### config.mk
export PLATFORM = sky130hd
export DESIGN_NAME = audio_dma_engine
export DESIGN_NICKNAME = d
export VERILOG_FILES = /design/src/rtl/adma_pkg.sv /design/src/rtl/adma_divider.sv /design/src/rtl/adma_queue.sv /design/src/rtl/adma_fetch.sv /design/src/rtl/adma_serial.sv /design/src/rtl/audio_dma_engine.sv
export SDC_FILE = /design/constraint.sdc
export NUM_CORES = 1
export LEC_CHECK = 0
export BUFFER_PORTS_ARGS = -buffer_cell sky130_fd_sc_hd__buf_2
export CORE_MARGIN = 5
export CORE_UTILIZATION = 62
export DETAILED_ROUTE_END_ITERATION = 10
export GPL_ROUTABILITY_DRIVEN = 0
export PLACE_DENSITY = 0.85
export SETUP_SLACK_MARGIN = 0.05
export SYNTH_ARGS = -nofsm -noshare
export SYNTH_HDL_FRONTEND = slang
export SYNTH_SLANG_ARGS = --single-unit
### constraint.sdc
create_clock -name clk -period 10.97 [get_ports clk]
set_input_delay 1.6455 -clock clk [delete_from_list [all_inputs] [get_ports clk]]
set_output_delay 1.6455 -clock clk [all_outputs]
set_load 0.005 [all_outputs]
### src/rtl/adma_pkg.sv
package adma_pkg;

  typedef enum logic [2:0] {
    RO_ADDR = 3'd0,
    RO_LEN  = 3'd1,
    RO_CTRL = 3'd2,
    RO_STAT = 3'd3,
    RO_RATE = 3'd4,
    RO_BCLK = 3'd5
  } adma_reg_e;

  localparam int unsigned WORD_BYTES = 4;

  // Clears the three low bits: buffers are 8-byte granular.
  function automatic logic [31:0] align8(input logic [31:0] v);
    return {v[31:3], 3'b000};
  endfunction

  // True when the word at byte offset off is the final word of a len-byte buffer.
  function automatic logic fetch_is_last(input logic [31:0] off, input logic [31:0] len);
    return (off + WORD_BYTES) >= len;
  endfunction

  function automatic logic [31:0] status_word(input logic full, input logic busy);
    return {full, busy, 30'd0};
  endfunction

endpackage

### src/rtl/adma_divider.sv
module adma_divider #(
  parameter int W = 8
) (
  input  logic         clk,
  input  logic         rst_n,
  input  logic         run,
  input  logic         restart,
  input  logic [W-1:0] limit,
  output logic         tick
);
  logic [W-1:0] cnt;

  assign tick = run && !restart && (cnt >= limit);

  always_ff @(posedge clk) begin
    if (!rst_n)                       cnt <= '0;
    else if (!run || restart || tick) cnt <= '0;
    else                              cnt <= cnt + 1'b1;
  end
endmodule

### src/rtl/adma_queue.sv
module adma_queue #(
  parameter int AW = 24,
  parameter int LW = 16
) (
  input  logic          clk,
  input  logic          rst_n,
  input  logic          push,
  input  logic [AW-1:0] push_addr,
  input  logic [LW-1:0] push_len,
  input  logic          pop,
  output logic [AW-1:0] head_addr,
  output logic [LW-1:0] head_len,
  output logic          nonempty,
  output logic          full,
  output logic          drop
);
  localparam int DEPTH = 2;

  logic [AW-1:0] s_addr [DEPTH];
  logic [LW-1:0] s_len  [DEPTH];
  logic [1:0]    cnt;
  logic          push_ok;
  logic          wr_idx;

  assign full      = (cnt == 2'(DEPTH));
  assign nonempty  = (cnt != 2'd0);
  assign drop      = push && full;
  assign push_ok   = push && !full;
  assign wr_idx    = pop ? (cnt == 2'd2) : (cnt == 2'd1);
  assign head_addr = s_addr[0];
  assign head_len  = s_len[0];

  always_ff @(posedge clk) begin
    if (!rst_n) begin
      cnt <= '0;
      for (int i = 0; i < DEPTH; i++) begin
        s_addr[i] <= '0;
        s_len[i]  <= '0;
      end
    end else begin
      if (pop) begin
        s_addr[0] <= s_addr[1];
        s_len[0]  <= s_len[1];
      end
      if (push_ok) begin
        s_addr[wr_idx] <= push_addr;
        s_len[wr_idx]  <= push_len;
      end
      cnt <= cnt + 2'(push_ok) - 2'(pop);
    end
  end
endmodule

### src/rtl/adma_fetch.sv
module adma_fetch
  import adma_pkg::*;
#(
  parameter int AW = 24,
  parameter int LW = 16
) (
  input  logic          clk,
  input  logic          rst_n,
  input  logic          enable,
  input  logic          have_xfer,
  input  logic [AW-1:0] head_addr,
  input  logic [LW-1:0] head_len,
  input  logic          consume,
  input  logic          mem_ack,
  input  logic [31:0]   mem_rdata,
  output logic          mem_req,
  output logic [AW-1:0] mem_addr,
  output logic [31:0]   buf_word,
  output logic          buf_valid,
  output logic          retire
);
  logic [LW-1:0] off;
  logic          done;
  logic          is_last;

  assign mem_addr = head_addr + AW'(off);
  assign done     = mem_req && mem_ack;
  assign is_last  = fetch_is_last(32'(off), 32'(head_len));
  assign retire   = done && is_last;

  always_ff @(posedge clk) begin
    if (!rst_n) begin
      off       <= '0;
      mem_req   <= 1'b0;
      buf_word  <= '0;
      buf_valid <= 1'b0;
    end else begin
      if (consume) buf_valid <= 1'b0;
      if (done) begin
        mem_req   <= 1'b0;
        buf_word  <= mem_rdata;
        buf_valid <= 1'b1;
        off       <= is_last ? '0 : off + LW'(WORD_BYTES);
      end else if (!mem_req && enable && have_xfer && (!buf_valid || consume)) begin
        mem_req <= 1'b1;
      end
    end
  end
endmodule

### src/rtl/adma_serial.sv
module adma_serial #(
  parameter int BW = 4
) (
  input  logic          clk,
  input  logic          rst_n,
  input  logic          frame_tick,
  input  logic          buf_valid,
  input  logic [31:0]   buf_word,
  input  logic [BW-1:0] bdiv,
  output logic          pcm_valid,
  output logic [15:0]   pcm_left,
  output logic [15:0]   pcm_right,
  output logic          dac_bclk,
  output logic          dac_lrclk,
  output logic          dac_sdata
);
  localparam int FRAME_BITS = 32;
  localparam int CW = $clog2(FRAME_BITS + 1);

  logic [31:0]   shreg;
  logic [CW-1:0] bitcnt;
  logic          bit_tick;
  logic [31:0]   frame_word;

  assign frame_word = buf_valid ? buf_word : 32'd0;
  assign dac_sdata  = shreg[31];
  assign dac_lrclk  = (bitcnt < CW'(FRAME_BITS / 2));

  adma_divider #(.W(BW)) u_bdiv (
    .clk(clk), .rst_n(rst_n), .run(1'b1), .restart(frame_tick),
    .limit(bdiv), .tick(bit_tick)
  );

  always_ff @(posedge clk) begin
    if (!rst_n) begin
      pcm_valid <= 1'b0;
      pcm_left  <= '0;
      pcm_right <= '0;
      shreg     <= '0;
      bitcnt    <= CW'(FRAME_BITS);
      dac_bclk  <= 1'b0;
    end else begin
      pcm_valid <= frame_tick;
      if (frame_tick) begin
        pcm_left  <= frame_word[31:16];
        pcm_right <= frame_word[15:0];
        shreg     <= frame_word;
        bitcnt    <= '0;
        dac_bclk  <= 1'b0;
      end else if (bit_tick) begin
        dac_bclk <= ~dac_bclk;
        if (dac_bclk) begin
          shreg <= {shreg[30:0], 1'b0};
          if (bitcnt != CW'(FRAME_BITS)) bitcnt <= bitcnt + 1'b1;
        end
      end
    end
  end
endmodule

### src/rtl/audio_dma_engine.sv
module audio_dma_engine
  import adma_pkg::*;
#(
  parameter int ADDR_W = 24,
  parameter int LEN_W  = 16,
  parameter int RATE_W = 14,
  parameter int BCLK_W = 4
) (
  input  logic              clk,
  input  logic              rst_n,
  input  logic              reg_we,
  input  logic [2:0]        reg_addr,
  input  logic [31:0]       reg_wdata,
  output logic [31:0]       reg_rdata,
  output logic              mem_req,
  output logic [ADDR_W-1:0] mem_addr,
  input  logic              mem_ack,
  input  logic [31:0]       mem_rdata,
  output logic              pcm_valid,
  output logic [15:0]       pcm_left,
  output logic [15:0]       pcm_right,
  output logic              dac_bclk,
  output logic              dac_lrclk,
  output logic              dac_sdata,
  output logic              irq
);
  logic [ADDR_W-1:0] addr_q;
  logic [LEN_W-1:0]  len_q;
  logic              ctl_en;
  logic [RATE_W-1:0] rate_q;
  logic [BCLK_W-1:0] bdiv_q;
  logic              irq_q;

  logic [31:0]       wdata_al;
  logic [LEN_W-1:0]  len_in;
  logic              len_wr, push_evt, ack_evt;
  logic              retire_evt, drop_evt, underflow_evt, frame_tick;
  logic              q_full, q_busy;
  logic [ADDR_W-1:0] head_addr;
  logic [LEN_W-1:0]  head_len;
  logic [31:0]       buf_word;
  logic              buf_valid;

  assign wdata_al = align8(reg_wdata);
  assign len_in   = LEN_W'(wdata_al);
  assign len_wr   = reg_we && (reg_addr == RO_LEN);
  assign push_evt = len_wr && (len_in != '0);
  assign ack_evt  = reg_we && (reg_addr == RO_STAT);
  assign underflow_evt = frame_tick && !buf_valid;
  assign irq      = irq_q;

  always_ff @(posedge clk) begin
    if (!rst_n) begin
      addr_q <= '0;
      len_q  <= '0;
      ctl_en <= 1'b0;
      rate_q <= '0;
      bdiv_q <= '0;
      irq_q  <= 1'b0;
    end else begin
      if (reg_we) begin
        case (reg_addr)
          RO_ADDR: addr_q <= ADDR_W'(wdata_al);
          RO_LEN:  len_q  <= len_in;
          RO_CTRL: ctl_en <= reg_wdata[0];
          RO_RATE: rate_q <= RATE_W'(reg_wdata);
          RO_BCLK: bdiv_q <= BCLK_W'(reg_wdata);
          default: ;
        endcase
      end
      if (retire_evt)   irq_q <= 1'b1;
      else if (ack_evt) irq_q <= 1'b0;
    end
  end

  always_comb begin
    case (reg_addr)
      RO_ADDR: reg_rdata = 32'(addr_q);
      RO_LEN:  reg_rdata = 32'(len_q);
      RO_CTRL: reg_rdata = {31'd0, ctl_en};
      RO_STAT: reg_rdata = status_word(q_full, q_busy);
      RO_RATE: reg_rdata = 32'(rate_q);
      RO_BCLK: reg_rdata = 32'(bdiv_q);
      default: reg_rdata = 32'd0;
    endcase
  end

  adma_queue #(.AW(ADDR_W), .LW(LEN_W)) u_queue (
    .clk(clk), .rst_n(rst_n), .push(push_evt), .push_addr(addr_q),
    .push_len(len_in), .pop(retire_evt), .head_addr(head_addr),
    .head_len(head_len), .nonempty(q_busy), .full(q_full), .drop(drop_evt)
  );

  adma_divider #(.W(RATE_W)) u_rate (
    .clk(clk), .rst_n(rst_n), .run(ctl_en), .restart(1'b0),
    .limit(rate_q), .tick(frame_tick)
  );

  adma_fetch #(.AW(ADDR_W), .LW(LEN_W)) u_fetch (
    .clk(clk), .rst_n(rst_n), .enable(ctl_en), .have_xfer(q_busy),
    .head_addr(head_addr), .head_len(head_len), .consume(frame_tick),
    .mem_ack(mem_ack), .mem_rdata(mem_rdata), .mem_req(mem_req),
    .mem_addr(mem_addr), .buf_word(buf_word), .buf_valid(buf_valid),
    .retire(retire_evt)
  );

  adma_serial #(.BW(BCLK_W)) u_serial (
    .clk(clk), .rst_n(rst_n), .frame_tick(frame_tick), .buf_valid(buf_valid),
    .buf_word(buf_word), .bdiv(bdiv_q), .pcm_valid(pcm_valid),
    .pcm_left(pcm_left), .pcm_right(pcm_right), .dac_bclk(dac_bclk),
    .dac_lrclk(dac_lrclk), .dac_sdata(dac_sdata)
  );
endmodule

==> Word level (Yosys, flattened, before mapping) <==
Memory sizes are Yosys's and may differ from the RTL's.
Index checks and enable logic that the tools add are counted.
W data, S select, Z words.
{ "word_totals": {"n_memories": 2, "ramBits": 80, "in_bits": 71, "ff_bits": 196} }
{ "op_classes": {"n_lt_le_gt_ge": 4, "muxes": 30, "addsub": 8, "eq_ne": 8, "reduce_logical": 41, "bitwise_logic": 4} }
{ "memory_table": {"columns": ["name", "words", "width", "read_ports", "rd_clocked_by_memory_dff", "wr", "line_no", "text"], "rows": [
  ["u_queue.s_addr", 2, 24, 2, 0, 2, "adma_queue.sv:19", "logic [AW-1:0] s_addr [DEPTH];"],
  ["u_queue.s_len", 2, 16, 2, 0, 2, "adma_queue.sv:20", "logic [LW-1:0] s_len [DEPTH];"]
]} }
{ "ops": {"columns": ["cell", "n"], "rows": [
  ["$pmux W32 S6", 1],
  ["$mux W32", 4],
  ["$mux W16", 3],
  ["$mux W24", 2],
  ["$ge A32 B16 Y1", 1],
  ["$add A24 B16 Y24", 1],
  ["$mux W6", 4],
  ["$reduce_or A24 Y1", 1],
  ["$add A16 B3 Y17 const B", 1],
  ["$add A16 B3 Y16 const B", 1],
  ["$mux W1", 16],
  ["$reduce_bool A16 Y1", 1],
  ["$reduce_or A16 Y1", 1],
  ["$add A14 B1 Y14 const B", 1],
  ["$ge A14 B14 Y1", 1],
  ["$reduce_and A2 Y1", 6],
  ["$reduce_bool A2 Y1", 6],
  ["$logic_and A1 B1 Y1", 11],
  ["$reduce_or A2 Y1", 4],
  ["$add A6 B1 Y6 const B", 1],
  ["$eq A3 B2 Y1 const B", 2],
  ["$eq A3 B3 Y1 const B", 2],
  ["$lt A6 B5 Y1 const B", 1],
  ["$ne A6 B6 Y1 const B", 1],
  ["other kinds (13)", 22]
]} }

==> Logic depth before layout (Yosys ltp) <==
{ "depth": {"ltp_word": 9, "mapped_depth": 18, "depth_no_buf": 18} }

==> Modules after synthesis <==
From an unflattened synthesis, not the netlist that was laid out.
{ "hier_totals": {"hier_cells": 1433, "area_unflattened_um2": 13827.0} }
{ "by_module_without_submodules": {"columns": ["module", "area_per_inst_um2", "seq_area_each_um2", "n_inst", "cells_per_inst"], "rows": [
  ["adma_queue", 3627.2, 2442.3, 1, 236],
  ["adma_serial", 3291.9, 1441.4, 1, 364],
  ["adma_fetch", 3103.0, 960.9, 1, 384],
  ["audio_dma_engine", 2630.0, 1081.0, 1, 310],
  ["adma_divider (u_rate)", 918.4, 280.3, 1, 111],
  ["adma_divider (u_serial.u_bdiv)", 256.5, 80.1, 1, 28]
]} }

==> Least setup slack after synthesis <==
No wires, ideal clock.
{ "synth_path": {"path_type": "input -> register", "startpoint": "input port reg_addr[2]", "endpoint": "memory u_queue.s_addr[0][10] (enable)", "stages": 4, "required_ns": 10.535, "arrival_time_ns": 3.901, "setup_slack_ns": 6.634, "n_path_buf": 1, "path_cell_list": "buf_2 -> nor3_4 -> nand3_2 -> o211ai_1"} }
{ "synth_lines": {"columns": ["element", "line_no", "text"], "rows": [
  ["start, declared", "audio_dma_engine.sv:12", "input logic [2:0] reg_addr,"],
  ["end, declared", "adma_queue.sv:19", null]
]} }

==> Worst setup path after layout <==
{ "layout_path": {"startpoint": "input port reg_addr[2]", "endpoint": "output port reg_rdata[12]"} }
{ "layout_between": {"elab_chain_cells": 2, "elab_cells_between_ends": 7, "cone_classes": "eq/ne: 5; mux: 1; reduce/logical: 1"} }
{ "layout_lines": {"columns": ["element", "line_no", "text"], "rows": [
  ["$eq A3 B3 Y1 (tied with other cells)", "audio_dma_engine.sv:77", "case (reg_addr)"],
  ["$pmux W32 S6 *", "audio_dma_engine.sv:77", null],
  ["end, declared", "audio_dma_engine.sv:14", "output logic [31:0] reg_rdata,"]
]} }
Every way passes the cells marked *; elsewhere a longest branch is shown, timed or not.

==> results.md <==
* Status: completed
* Worst hold margin at 0.454 ns
* Number of flops mapped to enable cells by yosys at 68
* Sequential power share at 0.501
* Initial Utilization at 0.631
* Synth unique cells at 67
* Placement Cell Area at 13000 um2
* Sw Pwr at 0.000446 W
* Root buf cell: clkbuf_16
* Crit-path max FO at 20
* DRC Markers at 0
* Average size of a mapped cell at 9.53 um2
* Fin. Hold Viols at 0
* Final Skew at 0.0222 ns
* Post-route setup TNS at 0 ns
* Initial antenna violation count at 1
* Synth warn at 0
* Core Box Area at 19500 um2
* Crit-path cells: buf_2, nor2b_1, a21oi_1, nor2_1, buf_2
* Startpoint types: primary input
* Die height at 151 um
* Max stage delay on crit path at 0.63 ns
* Max-slew headroom at 0.322
* Clk pwr share at 0.445
* Post-DRT Antenna Nets at 0
* Worst hold path type: register to register
* Reg clk slew, reported paths at 0.06 ns
* CTS Buffer Depth at 3
* Post-Syn Instances at 1288
* Int Pwr at 0.00158 W
* CTS tree: yes
* CTS Buf Count at 26
* I/O Buffers at 148
* Final setup viols at 0
* DR pass1 iterations at 5
* Final #Nets at 1519
* Combinational fraction of design power at 0.054
* Async S/R FF share, synth at 0
* Fin area at 13900 um2
* Sequential share of the synthesized area at 0.483
* Clk_lat worst skew at 0.54 ns
* Sw frac at 0.220
* Post-CTS setup buffer count at 0
* Synth Flop Type: dfxtp_1
* WL final at 30.4 mm
* First-pass GRT wire length at 49.2 mm
* Pins Over Slew Limit at 0
* Synthesis-to-layout area growth at 13.2%
* Peak VDD IR at 113 uV
* Number of max-cap violations at 0
* Fin crit share at 0.432
* Ports at 165
* Setup ws final at 6.24 ns
* CP Capture Type: primary output
* # resized after CTS at 0
* Critical path's top delay family: simple AND/OR/NAND/NOR gates
* Share of layout cells above drive strength 1 at 0.178
* Largest net degree at the start of global routing at 94
* Worst path buffer plus inverter count at 2
* Die W at 151 um
* DP HPWL at 20.1 mm
* Total grt overflow at 0
* GRT Total Usage at 0.264
* Largest cells by area after synthesis: dfxtp_1 32%, edfxtp_1 17%, nand2_1 6.0%, ha_1 5.2%, a21oi_1 4.5%
* Vias in the first global route at 9921
* Total number of vias at 10.0k
* Max Clock Freq at 0.211 GHz
* Worst slew pin tran at 1.02 ns
* CP dominant cell by count: buf_2
* Hold_buf cts at 0
* Leakage power at 5.58 nW
* Routed len/inst at 18.1 um
* Post-Place Setup Slack at 5.95 ns
* Register bit total from synthesis at 262
* Synthesized cell area at 12300 um2
* Synth area leader: dfxtp_1
* CP Class: primary input to primary output
* Fin crit period at 4.73 ns
* Critical Path RT at 9.32 ns
* Slowest library cell on the worst path: nor2b_1
* 1st-iter DRT viols at 785
* Die Area at 22700 um2
* Std-Cell Rows at 51
* Htree depth at 1
* P per Cell Area at 146 nW/um2
* Clk sinks at 262
* Routed vias/inst at 5.97
* Arrival @ worst endpoint at 3.09 ns
* RSZ-0062 raised after global routing: false
* Share of the synthesized area in the top cell type at 0.316
[worst register-to-register path, delay by kind of cell, from the launching register on]
family	cells	cell delay [ns]
AOI/OAI and AO/OA	3	0.60
xor gates and xnor gates	3	0.62
adders and majority gates	4	1.10
buffers and inverters	2	0.15
DFF	1	0.45
and+or+nand+nor	6	1.22
[layout make-up]
cell class / instances / area [um2]
antenna: 1 / 2.50
clock buffer: 38 / 741
clock inverter: 7 / 123
fill: 1454 / 5570
inverter: 58 / 218
multi-input combinational: 890 / 5740
sequential: 262 / 5930
tap: 265 / 332
timing repair buffer: 158 / 816
[cell usage after synthesis (6+ instances only)]
master / n
nor3_1: 15
a21oi_1: 111
buf_2: 16
or3_1: 6
a21o_1: 7
ha_1: 51
xor2_1: 18
o21ai_0: 23
inv_1: 57
buf_4: 19
edfxtp_1: 68
nand2_1: 195
o2bb2ai_1: 33
nand3_1: 52
o21a_1: 10
xnor2_1: 32
nand4_1: 8
and3_1: 9
dfxtp_1: 194
and2_1: 49
mux2i_1: 52
o22ai_1: 33
o221a_2: 32
nor2_1: 71
clkbuf_1: 47
[final timing paths]
path	from	end	slack (ns)	cells after the start
setup / recovery	reg_addr[2]	reg_rdata[12]	6.24	5
hold / removal	u_fetch.buf_word[14]	u_fetch.buf_word[14]	0.45	2
setup reg to reg	u_fetch.off[2]	u_queue.cnt[1]	6.68	18
hold reg to reg	u_fetch.buf_word[14]	u_fetch.buf_word[14]	0.45	2
[registers in the layout (all words and copies together), names as in the netlist]
| register | flops |
|---|---|
| u_serial.bitcnt | 6 |
| u_fetch.buf_word | 32 |
| irq | 1 |
| u_queue.s_len | 26 |
| u_fetch.buf_valid | 1 |
| rate_q | 14 |
| u_serial.pcm_left | 16 |
| u_serial.pcm_valid | 1 |
| u_queue.cnt | 2 |
| u_fetch.off | 14 |
| u_fetch.mem_req | 1 |
| u_serial.u_bdiv.cnt | 4 |
| u_rate.cnt | 14 |
| bdiv_q | 4 |
| u_serial.shreg | 32 |
| u_queue.s_addr | 42 |
| len_q | 13 |
| ctl_en | 1 |
| u_serial.pcm_right | 16 |
| u_serial.dac_bclk | 1 |
| addr_q | 21 |
[kinds of logic (layout without fill, tap and decap cells)]
logic type	after synthesis	count (layout)	synth area share
adder cells (fa/ha/maj)	52	52	0.0536
buffers and inverters	143	261	0.0530
AO/OA/AOI/OAI	291	291	0.166
AND/OR/NAND/NOR	436	436	0.165
multiplexers	53	53	0.0442
XOR/XNOR	50	50	0.0357
flip-flops	262	262	0.483
other	1	9	0.000305
[metal layers]
metal / GRT usage / part of all wire / vias to the layer above
met2: 0.440 / 0.48 / 384
met3: 0.0424 / 0.075 / 63
met5: 0 / 0 / -
li1: - / - / 4755
met1: 0.354 / 0.42 / 4830
met4: 0.0811 / 0.025 / 0
[stage by stage]
step | total power [W] | utilization | std cells
after floorplan | 0.00111 | - | 1295
after global placement | 0.00114 | 0.670 | 1633
after detailed placement | 0.00114 | 0.670 | 1633
after CTS | 0.00203 | 0.714 | 1678
after global routing | 0.00209 | 0.714 | 1679
final | 0.00203 | 0.714 | 1679
[power groups by stage]
| stage | Clock (W) | Combinational, W | Sequential (W) |
|---|---|---|---|
| 6_report | 0.000901 | 0.000110 | 0.00102 |
| 3_3_place_gp | 0 | 0.000105 | 0.00104 |
| 2_1_floorplan | 0 | 0.0000729 | 0.00103 |
| 3_5_place_dp | 0 | 0.000108 | 0.00104 |
| 5_1_grt | 0.000955 | 0.000119 | 0.00102 |
| 4_1_cts | 0.000909 | 0.000109 | 0.00102 |
[layout by cell type (no fill, tap or decap), types with 6 or more instances in the layout]
master	count
or3_1	6
edfxtp_1	68
nand4_1	8
dfxtp_1	194
inv_1	56
buf_4	10
and3_1	9
xnor2_1	32
nor2_1	71
o22ai_1	33
a21o_1	7
clkbuf_1	8
and2_1	49
o2bb2ai_1	33
mux2i_1	52
buf_2	148
o21ai_0	23
conb_1	8
o21a_1	9
nor3_1	15
ha_1	51
nand3_1	51
a21oi_1	111
o221a_2	32
xor2_1	18
nand2_1	195
clkbuf_16	27
Note: power is estimated with default switching activity, not from simulation.
